File: src/rtl/simt_stack_pkg.sv
package simt_stack_pkg;
   typedef enum logic [0:0] {
      ST_IDLE = 1'b0,
      ST_RUN  = 1'b1
   } upd_state_e;
endpackage

File: src/rtl/simt_group_pick.sv
module simt_group_pick #(
   parameter int WARP_SZ = 8,
   parameter int PC_W    = 16
) (
   input  logic [WARP_SZ-1:0]      work_i,
   input  logic [WARP_SZ*PC_W-1:0] next_pc_i,
   output logic [PC_W-1:0]         grp_pc_o,
   output logic [WARP_SZ-1:0]      grp_mask_o
);
   logic [PC_W-1:0] lead_pc;

   // ascending walk: the highest live lane writes last and wins
   always_comb begin
      lead_pc = '0;
      for (int l = 0; l < WARP_SZ; l++) begin
         if (work_i[l]) lead_pc = next_pc_i[l*PC_W +: PC_W];
      end
   end

   for (genvar g = 0; g < WARP_SZ; g++) begin : g_lane
      assign grp_mask_o[g] = work_i[g] && (next_pc_i[g*PC_W +: PC_W] == lead_pc);
   end

   assign grp_pc_o = lead_pc;
endmodule

File: src/rtl/simt_stack_mem.sv
module simt_stack_mem #(
   parameter int WARP_SZ  = 8,
   parameter int PC_W     = 16,
   parameter int CD_W     = 4,
   parameter int STAMP_W  = 16,
   parameter bit STAMP_EN = 1'b1,
   parameter int DEPTH    = 16,
   parameter int ENT_W    = 4
) (
   input  logic               clk,
   input  logic               rst_n,
   input  logic               ld_en_i,
   input  logic [PC_W-1:0]    ld_pc_i,
   input  logic [WARP_SZ-1:0] ld_mask_i,
   input  logic               rw_en_i,
   input  logic [ENT_W-1:0]   rw_idx_i,
   input  logic [PC_W-1:0]    rw_pc_i,
   input  logic [STAMP_W-1:0] rw_stamp_i,
   input  logic               ps_en_i,
   input  logic [ENT_W-1:0]   ps_idx_i,
   input  logic [PC_W-1:0]    ps_pc_i,
   input  logic [WARP_SZ-1:0] ps_mask_i,
   input  logic [PC_W-1:0]    ps_rpc_i,
   input  logic               ps_cd_clr_i,
   input  logic               sc_en_i,
   input  logic [ENT_W-1:0]   sc_idx_i,
   input  logic [ENT_W-1:0]   rd_idx_i,
   output logic [PC_W-1:0]    rd_pc_o,
   output logic [WARP_SZ-1:0] rd_mask_o,
   output logic [PC_W-1:0]    rd_rpc_o,
   output logic [CD_W-1:0]    rd_cd_o,
   output logic [STAMP_W-1:0] rd_stamp_o
);
   logic [PC_W-1:0]    pc_q   [DEPTH];
   logic [WARP_SZ-1:0] mask_q [DEPTH];
   logic [PC_W-1:0]    rpc_q  [DEPTH];
   logic [CD_W-1:0]    cd_q   [DEPTH];

   always_ff @(posedge clk or negedge rst_n) begin
      if (!rst_n) begin
         for (int e = 0; e < DEPTH; e++) begin
            pc_q[e]   <= '1;
            mask_q[e] <= '0;
            rpc_q[e]  <= '1;
            cd_q[e]   <= '0;
         end
      end else if (ld_en_i) begin
         for (int e = 0; e < DEPTH; e++) begin
            pc_q[e]   <= (e == 0) ? ld_pc_i : '1;
            mask_q[e] <= (e == 0) ? ld_mask_i : '0;
            rpc_q[e]  <= '1;
            cd_q[e]   <= (e == 0) ? CD_W'(1) : '0;
         end
      end else begin
         for (int e = 0; e < DEPTH; e++) begin
            if (rw_en_i && rw_idx_i == ENT_W'(e)) pc_q[e] <= rw_pc_i;
            if (ps_en_i && ps_idx_i == ENT_W'(e)) begin
               pc_q[e]   <= ps_pc_i;
               mask_q[e] <= ps_mask_i;
               rpc_q[e]  <= ps_rpc_i;
               if (ps_cd_clr_i) cd_q[e] <= '0;
            end
         end
      end
   end

   assign rd_pc_o   = pc_q[rd_idx_i];
   assign rd_mask_o = mask_q[rd_idx_i];
   assign rd_rpc_o  = rpc_q[rd_idx_i];
   assign rd_cd_o   = cd_q[rd_idx_i];

   if (STAMP_EN) begin : g_stamp
      logic [STAMP_W-1:0] st_q [DEPTH];
      always_ff @(posedge clk or negedge rst_n) begin
         if (!rst_n) begin
            for (int e = 0; e < DEPTH; e++) st_q[e] <= '0;
         end else if (ld_en_i) begin
            for (int e = 0; e < DEPTH; e++) st_q[e] <= '0;
         end else begin
            for (int e = 0; e < DEPTH; e++) begin
               if (rw_en_i && rw_idx_i == ENT_W'(e)) st_q[e] <= rw_stamp_i;
               if (sc_en_i && sc_idx_i == ENT_W'(e)) st_q[e] <= '0;
            end
         end
      end
      assign rd_stamp_o = st_q[rd_idx_i];
   end else begin : g_nostamp
      logic unused_stamp_in;
      assign unused_stamp_in = ^{rw_stamp_i, sc_en_i, sc_idx_i};
      assign rd_stamp_o = '0;
   end

   // the reconvergence rewrite and the push never target the same slot
   assert_rewrite_apart_R6: assert property (@(posedge clk) disable iff (!rst_n)
      (rw_en_i && ps_en_i && !ld_en_i) |-> (rw_idx_i != ps_idx_i));
endmodule

File: src/rtl/simt_reconv_stack.sv
module simt_reconv_stack
   import simt_stack_pkg::*;
#(
   parameter int WARP_SZ  = 8,
   parameter int PC_W     = 16,
   parameter int CD_W     = 4,
   parameter int STAMP_W  = 16,
   parameter bit STAMP_EN = 1'b1,
   localparam int DEPTH   = 2 * WARP_SZ,
   localparam int ENT_W   = $clog2(DEPTH)
) (
   input  logic                    clk,
   input  logic                    rst_n,
   input  logic                    launch_i,
   input  logic [PC_W-1:0]         launch_pc_i,
   input  logic [WARP_SZ-1:0]      launch_mask_i,
   input  logic                    upd_i,
   input  logic [WARP_SZ-1:0]      upd_done_mask_i,
   input  logic [WARP_SZ*PC_W-1:0] upd_next_pc_i,
   input  logic [PC_W-1:0]         upd_rpc_i,
   input  logic [STAMP_W-1:0]      cycle_i,
   output logic                    busy_o,
   output logic                    upd_done_o,
   output logic                    err_o,
   output logic [ENT_W-1:0]        top_idx_o,
   output logic [PC_W-1:0]         top_pc_o,
   output logic [WARP_SZ-1:0]      top_mask_o,
   output logic [PC_W-1:0]         top_rpc_o,
   output logic [CD_W-1:0]         top_cd_o,
   output logic [STAMP_W-1:0]      top_stamp_o
);
   localparam int IDX_W = ENT_W + 1;
   localparam logic [IDX_W-1:0] DEPTH_I = IDX_W'(DEPTH);

   if (WARP_SZ < 2 || WARP_SZ > 32) begin : g_bad_warp
      $error("WARP_SZ must lie in 2..32");
   end
   if (PC_W < 2 || CD_W < 1 || STAMP_W < 1) begin : g_bad_width
      $error("PC_W, CD_W and STAMP_W too narrow");
   end

   upd_state_e              state_q;
   logic [WARP_SZ-1:0]      work_q;
   logic [IDX_W-1:0]        wptr_q;
   logic                    div_q;
   logic [PC_W-1:0]         brpc_q, oldrpc_q;
   logic [WARP_SZ*PC_W-1:0] npc_q;
   logic [ENT_W-1:0]        top_q;
   logic                    err_q, done_q;

   logic [PC_W-1:0]    g_pc;
   logic [WARP_SZ-1:0] g_mask, rem;
   logic               running, accept, empty_top, last;
   logic               keep_a, split, rewr, div_n, keep_b, ovf;
   logic [IDX_W-1:0]   slot, wptr_n;
   logic               rw_en, ps_en, sc_en;

   simt_group_pick #(.WARP_SZ(WARP_SZ), .PC_W(PC_W)) u_pick (
      .work_i    (work_q),
      .next_pc_i (npc_q),
      .grp_pc_o  (g_pc),
      .grp_mask_o(g_mask)
   );

   always_comb begin
      running   = (state_q == ST_RUN) && !launch_i;
      accept    = upd_i && (state_q == ST_IDLE) && !launch_i;
      empty_top = ~|top_mask_o;
      rem       = work_q & ~g_mask;
      last      = ~|rem;
      keep_a    = (g_pc != oldrpc_q);
      split     = keep_a && !last && !div_q;
      rewr      = split && (brpc_q != oldrpc_q);
      slot      = rewr ? wptr_q + 1'b1 : wptr_q;
      div_n     = div_q | split;
      keep_b    = keep_a && !(div_n && g_pc == brpc_q);
      wptr_n    = keep_b ? slot + 1'b1 : slot;
      rw_en     = running && rewr && (wptr_q < DEPTH_I);
      sc_en     = running && rewr && (slot < DEPTH_I);
      ps_en     = running && keep_b && (slot < DEPTH_I);
      ovf       = running && ((rewr && slot >= DEPTH_I) || (keep_b && slot >= DEPTH_I));
   end

   simt_stack_mem #(
      .WARP_SZ(WARP_SZ), .PC_W(PC_W), .CD_W(CD_W), .STAMP_W(STAMP_W),
      .STAMP_EN(STAMP_EN), .DEPTH(DEPTH), .ENT_W(ENT_W)
   ) u_mem (
      .clk        (clk),
      .rst_n      (rst_n),
      .ld_en_i    (launch_i),
      .ld_pc_i    (launch_pc_i),
      .ld_mask_i  (launch_mask_i),
      .rw_en_i    (rw_en),
      .rw_idx_i   (wptr_q[ENT_W-1:0]),
      .rw_pc_i    (brpc_q),
      .rw_stamp_i (cycle_i),
      .ps_en_i    (ps_en),
      .ps_idx_i   (slot[ENT_W-1:0]),
      .ps_pc_i    (g_pc),
      .ps_mask_i  (g_mask),
      .ps_rpc_i   (div_n ? brpc_q : oldrpc_q),
      .ps_cd_clr_i(div_n),
      .sc_en_i    (sc_en),
      .sc_idx_i   (slot[ENT_W-1:0]),
      .rd_idx_i   (top_q),
      .rd_pc_o    (top_pc_o),
      .rd_mask_o  (top_mask_o),
      .rd_rpc_o   (top_rpc_o),
      .rd_cd_o    (top_cd_o),
      .rd_stamp_o (top_stamp_o)
   );

   always_ff @(posedge clk or negedge rst_n) begin
      if (!rst_n) begin
         state_q  <= ST_IDLE;
         work_q   <= '0;
         wptr_q   <= '0;
         div_q    <= 1'b0;
         brpc_q   <= '0;
         oldrpc_q <= '0;
         npc_q    <= '0;
         top_q    <= '0;
         err_q    <= 1'b0;
         done_q   <= 1'b0;
      end else begin
         done_q <= 1'b0;
         if (launch_i) begin
            state_q <= ST_IDLE;
            top_q   <= '0;
            err_q   <= 1'b0;
            div_q   <= 1'b0;
            work_q  <= '0;
         end else if (state_q == ST_IDLE) begin
            if (accept) begin
               if (empty_top) begin
                  err_q <= 1'b1;
               end else begin
                  state_q  <= ST_RUN;
                  work_q   <= top_mask_o & ~upd_done_mask_i;
                  wptr_q   <= {1'b0, top_q};
                  div_q    <= 1'b0;
                  brpc_q   <= upd_rpc_i;
                  oldrpc_q <= top_rpc_o;
                  npc_q    <= upd_next_pc_i;
               end
            end
         end else begin
            work_q <= rem;
            wptr_q <= wptr_n;
            div_q  <= div_n;
            if (ovf) err_q <= 1'b1;
            if (last) begin
               state_q <= ST_IDLE;
               done_q  <= 1'b1;
               if (wptr_n == '0) begin
                  err_q <= 1'b1;
                  top_q <= '0;
               end else if (wptr_n > DEPTH_I) begin
                  top_q <= ENT_W'(DEPTH - 1);
               end else begin
                  top_q <= ENT_W'(wptr_n - 1'b1);
               end
            end
         end
      end
   end

   assign busy_o     = (state_q == ST_RUN);
   assign upd_done_o = done_q;
   assign err_o      = err_q;
   assign top_idx_o  = top_q;

   assert_empty_err_R10: assert property (@(posedge clk) disable iff (!rst_n)
      (accept && empty_top) |=> (err_o && !busy_o));

   assert_launch_seed_R2: assert property (@(posedge clk) disable iff (!rst_n)
      launch_i |=> (top_idx_o == '0 && top_cd_o == CD_W'(1) && !busy_o && !err_o
                    && top_pc_o == $past(launch_pc_i) && top_mask_o == $past(launch_mask_i)));

   assert_done_on_fall_R9: assert property (@(posedge clk) disable iff (!rst_n)
      ($fell(busy_o) && !$past(launch_i)) |-> upd_done_o);

   assert_busy_ignore_R9: assert property (@(posedge clk) disable iff (!rst_n)
      (busy_o && upd_i && !launch_i) |=> $stable(npc_q));

   assert_group_subset_R3: assert property (@(posedge clk) disable iff (!rst_n)
      busy_o |-> (((g_mask & ~work_q) == '0) && ((|work_q) == (|g_mask))));
endmodule

File: config.mk
export PLATFORM = sky130hd
export DESIGN_NAME = simt_reconv_stack
export DESIGN_NICKNAME = d
export VERILOG_FILES = /design/src/rtl/simt_stack_pkg.sv /design/src/rtl/simt_group_pick.sv /design/src/rtl/simt_stack_mem.sv /design/src/rtl/simt_reconv_stack.sv
export SDC_FILE = /design/constraint.sdc
export NUM_CORES = 2
export LEC_CHECK = 0
export BUFFER_PORTS_ARGS = -buffer_cell sky130_fd_sc_hd__buf_2
export CAP_MARGIN = 20
export CORE_MARGIN = 4
export CORE_UTILIZATION = 40
export DETAILED_ROUTE_END_ITERATION = 16
export GPL_TIMING_DRIVEN = 1
export PLACE_DENSITY_LB_ADDON = 0.08
export SYNTH_ARGS = -nofsm -noshare
export SYNTH_HDL_FRONTEND = slang
export SYNTH_SLANG_ARGS = --single-unit
File: constraint.sdc
create_clock -name clk -period 4.9 [get_ports clk]
set_input_delay 0.245 -clock clk [delete_from_list [all_inputs] [get_ports clk]]
set_output_delay 0.245 -clock clk [all_outputs]
set_load 0.005 [all_outputs]
# Word level (Yosys, flattened, before mapping)
# Cells that the tools add are included.
# W data, S select, Z words.
[word_totals]
regBits = 1141
inputBits = 196
output_inout_bits = 67
word_cells = 480
[classes]
n_addsub = 3
magnitude_cmp = 5
eq_ne = 43
muxes = 175
bitwise_logic = 8
reduce_logical = 156
[ops]
columns = ["operator", "n"]
rows = [
  ["$mux W16", 95],
  ["$mux W256", 3],
  ["$bmux W16 S4", 3],
  ["$mux W8", 22],
  ["$eq A16 B16 Y1", 9],
  ["$mux W128", 1],
  ["$reduce_bool A3 Y1", 34],
  ["$mux W4", 24],
  ["$logic_and A1 B1 Y1", 72],
  ["$eq A4 B4 Y1 const B", 16],
  ["$mux W64", 1],
  ["$reduce_bool A2 Y1", 20],
  ["$reduce_and A2 Y1", 19],
  ["$bmux W8 S4", 1],
  ["$eq A4 B3 Y1 const B", 8],
  ["$ne A16 B16 Y1", 2],
  ["$mux W5", 5],
  ["$mux W1", 19],
  ["$and A8 B8 Y8", 2],
  ["$bmux W4 S4", 1],
  ["$eq A4 B2 Y1 const B", 4],
  ["$not A8 Y8", 2],
  ["$reduce_or A8 Y1", 2],
  ["$add A5 B1 Y5 const B", 2],
  ["other kinds (16)", 23],
]

# Depth between registers and ports, before layout
[logic_depth]
word_depth = 27
ltp_mapped = 25
ltp_nobuf = 17

# Hierarchy
# A second synthesis with hierarchy kept.
[hier_totals]
cells_unflattened = 5709
hier_area_um2 = 58576.2
[by_module_without_submodules]
columns = ["mod", "instances", "cells_per_inst", "area_each_um2", "seq_area_each_um2"]
rows = [
  ["simt_stack_mem", 1, 4439, 45970.3, 23087.1],
  ["simt_reconv_stack", 1, 608, 8240.4, 4529.3],
  ["simt_group_pick", 1, 662, 4365.4, 0.0],
]

# Worst setup path after synthesis
# Ideal clock, no wire load.
[synth_path]
path_kind = "reg2reg"
startpoint = "register work_q[7]"
endpoint = "register top_q[3], in the netlist top_idx_o[3]"
setup_time_ns = 0.127
t_arrival_ns = 5.120
required_time_ns = 4.773
path_slack_ns = -0.347
stages_incl_launch_ff = 21
path_buffers = 4
synth_period_minus_slack_ns = 5.247
cell_sequence = "dfrtp_1 -> buf_2 -> buf_6 -> buf_4 -> o311a_1 -> a2111o_1 -> a2111oi_2 -> nand4_1 -> nor4_2 -> a31oi_1 -> a2111oi_4 -> a21oi_2 -> buf_6 -> xnor2_1 -> inv_1 -> ha_1 -> or2_0 -> mux4_2 -> or4_1 -> a22oi_1 -> o21ai_1"
[synth_between]
elab_chain_len = 19
[synth_lines]
columns = ["element", "line_no", "rtl"]
rows = [
  ["start, declared", "simt_reconv_stack.sv:43", "logic [WARP_SZ-1:0] work_q;"],
  ["start signal, assigned", "simt_reconv_stack.sv:139", "work_q <= top_mask_o & ~upd_done_mask_i;"],
  ["start signal, assigned", "simt_reconv_stack.sv:148", "work_q <= rem;"],
  ["branches (longest 19 deep; another with $add A5 B1 Y5)", "-", ""],
  ["end signal, assigned", "simt_reconv_stack.sv:159", "top_q <= ENT_W'(DEPTH - 1);"],
  ["end signal, assigned", "simt_reconv_stack.sv:161", "top_q <= ENT_W'(wptr_n - 1'b1);"],
  ["end, declared", "simt_reconv_stack.sv:48", "logic [ENT_W-1:0] top_q;"],
]
# Several ways; the timed one is not identified. The select of a mux whose other input is x is not followed.
# A chain may end at the register's enable or synchronous reset.

# Worst setup path after layout
[layout_path]
startpoint = "register work_q[1]"
endpoint = "register u_mem.pc_q[125] (netlist name)"
[layout_between]
elab_chain_len = 23
[layout_lines]
columns = ["element", "line_no", "rtl"]
rows = [
  ["branches (longest 23 deep; another with $mux W16)", "-", ""],
  ["end signal, assigned by index", "simt_stack_mem.sv:49", "pc_q[e] <= (e == 0) ? ld_pc_i : '1;"],
  ["end signal, assigned by index", "simt_stack_mem.sv:56", "if (rw_en_i && rw_idx_i == ENT_W'(e)) pc_q[e] <= rw_pc_i;"],
  ["end signal, assigned by index", "simt_stack_mem.sv:58", "pc_q[e] <= ps_pc_i;"],
  ["end, declared", "simt_stack_mem.sv:34", "logic [PC_W-1:0] pc_q [DEPTH];"],
]
# Several ways; the timed one is not identified.

==> reports/results.ini <==
[worst_setup_path]
worstReg2RegStart=work_q[1]
crit_path_frequent_cell=buf_4
slowest_stage=nor4_2
timing.rr.end=u_mem.pc_q[125]
required_ns=5.59
worstRegToRegCells=26
arrival_ns=5.89
critical_path_peak_fanout=10
crit_path_start_kind=flop
cp-end-kind=flop
r2r_slack_ns=-0.30
slowest_delay_ns=0.53
critPathCapture=u_mem.pc_q[125]
critical_path_class=flop to flop
crit_path_start=work_q[1]

[synthesis]
synth_top_family_by_area=compound AO/OA/AOI/OAI gates
synth_flop_cell=dfrtp_1
synth-compound-area-share_pct=17.5
synth_fa_ha_area_share_pct=0.194
synth_xor_area_share_pct=1.69
synth.cell_area_sq_um=58200
synth.mux.area_fraction_pct=15.8
async_flop_share_pct=100
yosys-top-cells-area=dfrtp_1 (24%), dfstp_2 (23%), mux4_2 (11%)
synth_edf_count=0
yosys.area_share.simple_pct=12.9
synth_area_leader_cell=dfrtp_1
synth_seq_cells=1078
avgSynthCellArea_sq_um=10.4
synth_cells=5592
synth_cell_types=96
synth_top_area_share_pct=24.3
synth_warnings=0
seq_area_frac_synth_pct=47.5

[cells_and_area]
nets=6572
final_cells=8381
synthToLayoutAreaGrowth_pct=30.3
drive_gt1_share_pct=38.0
fill_cells=12763
layout_common_cells=nand2_1 (733), o21ai_0 (665), dfrtp_1 (558)
mostFrequentLayoutCell=nand2_1

[timing]
slew_viol_final=0
setup_tns_ns=-77.29
finalCritPeriodShare_pct=106
slew_headroom_pct=23.4
fmax_ghz=0.192
rsz0062_at_grt=true
fin_skew_ns=0.0700
fin_ws_ns=-0.302
finalSetupViolCount=614
tightest_slew_ns=1.15
hold_viol=0
finalCriticalPeriod_ns=5.20

[placed_design]
portBuffers=259
dp_hpwl_um=153000
place_inst=7815
place_congestion=0.973

[route]
firstDrtPassIters=6
drt-total-wl_um=252000
ant_nets=0
wire_per_inst_um=30.0
drt-initial-drc-count=5666
viasPerCell=6.10
vias=51129
drt_drc_violations_left=0

[power_and_ir_drop]
pwr_density_cell_nw_per_um2=479
leakagePower_nw=30.6
vdd_drop_max_v=0.000328

[global_route]
grt_pass1_wl_um=348000
grt_pass1_vias=49855
antenna_found_initial=7
use_met3_pct=5.16
grt_max_degree=250
grtUsageMet2_pct=47.5
top_usage_layer=met2
gr-total-overflow=0
grt_usage_pct=30.5
met1_usage_pct=43.7

[clock_tree]
cts-root-buf=clkbuf_16
h-tree-depth=3
insertion_delay_ns=0.78
numCtsBuffers=121
clkTransAtPathRegs_ns=0.06
clock-sinks=1078
cts_max_path_buffers=3
cts_tree=built

[floorplan]
dieWidth_um=389
fp-row-count=139
fp.dieArea_sq_um=152000
pin_count=263
dieHeight_um=389
initial_core_util_pct=40.4
core_sq_um=144000

[worst_hold_path]
hp-class=input pin to asynchronous set/reset pin

[outcome]
violations=negative setup slack
outcome=finished with violations

[job]
cap_viol_max_count=0

kinds of logic after synthesis:
| kind of cell | after synthesis |
|---|---|
| other cells | 1 |
| simple gates | 1605 |
| xor+xnor | 110 |
| mux | 550 |
| flops | 1078 |
| compound gates | 1601 |
| buf+inv | 638 |
| fa+ha+maj | 9 |
flip-flops by register name, summed over array words and instances, names as in the netlist:
signal              flops
brpc_q                 16
err_o                   1
work_q                  8
wptr_q                  5
busy_o                  1
u_mem.cd_q              1
u_mem.rpc_q           256
u_mem.pc_q            256
upd_done_o              1
npc_q                 128
u_mem.g_stamp.st_q    256
u_mem.mask_q          128
oldrpc_q               16
top_idx_o               4
div_q                   1
Yosys cell counts, types with 50 or more instances:
master / instances
nor2b_1: 50
clkbuf_1: 407
mux2_2: 130
nand2_1: 764
a21o_1: 191
o21ai_0: 778
dfrtp_1: 566
a21oi_1: 203
inv_1: 58
a22o_1: 130
nand3b_1: 128
xnor2_1: 78
buf_2: 91
mux2i_1: 139
mux4_2: 281
dfstp_2: 512
buf_1: 59
nand3_1: 125
nor2_1: 272
per-layer routing:
layer  up-vias  share of wire (%)
li1      21708                  -
met1     26411                 43
met2      2516                 45
met3       488                8.1
met4         6                3.8
met5         -              0.017
through the flow:
step	util [%]	instance area, sq um	hold WS [ns]	total power [W]	setup slack [ns]
finish	52.6	75800	0.119	0.0363	-0.302
global placement	46.0	66200	0.337	0.0249	-0.773
CTS	50.7	73000	0.109	0.0351	-0.206
detailed placement	46.0	66200	0.336	0.0249	-0.752
floorplan	-	58300	-0.0506	0.0180	-0.0573
global route	52.6	75800	0.145	0.0376	-0.504
cell type report:
class	instances	area (sq um)	area share, %
diodes	3	7.51	0.00991
clock buffers	194	3720	4.91
clock inverters	37	457	0.603
inverters	58	218	0.287
multi-input cells	3880	29400	38.8
flip-flops and latches	1078	27600	36.5
well taps	1903	2380	3.14
repair buffers	1228	11900	15.8
repair_timing:
action | 4_1_cts | 5_1_grt
pin swaps | 28 | 88
endpoints found under the hold margin | 386 | 0
gates resized for setup | 100 | 359
cloned | 1 | 57
buffers inserted | 25 | 57
endpoints found under the setup margin | 904 | 880
hold buffers | 195 | 0
report_power, final:
group	total, W	switching [W]	internal (W)
Combinational	0.0154	0.00883	0.00653
Sequential	0.0114	0.00122	0.0102
Clock	0.00955	0.00404	0.00552
worst min-delay path by stage:
| stage | slack, ns | from | to | cells past startpoint |
|---|---|---|---|---|
| floorplan | -0.05 | rst_n | brpc_q[0] | 0 |
| global placement | 0.34 | rst_n | npc_q[114] | 1 |
| detailed placement | 0.34 | rst_n | npc_q[114] | 1 |
| CTS | 0.11 | rst_n | npc_q[114] | 2 |
| global route | 0.14 | rst_n | npc_q[99] | 2 |
| finish | 0.12 | rst_n | npc_q[99] | 2 |
worst max-delay path, delay by kind of cell, from the launching register on:
family                 cells  cell delay [ns]
buffers and inverters     12             1.95
AO/OA/AOI/OAI              6             1.35
AND/OR/NAND/NOR            7             1.32
flip-flops                 1             0.40
XOR/XNOR                   1             0.12
Power figures use the tool's default switching activity.
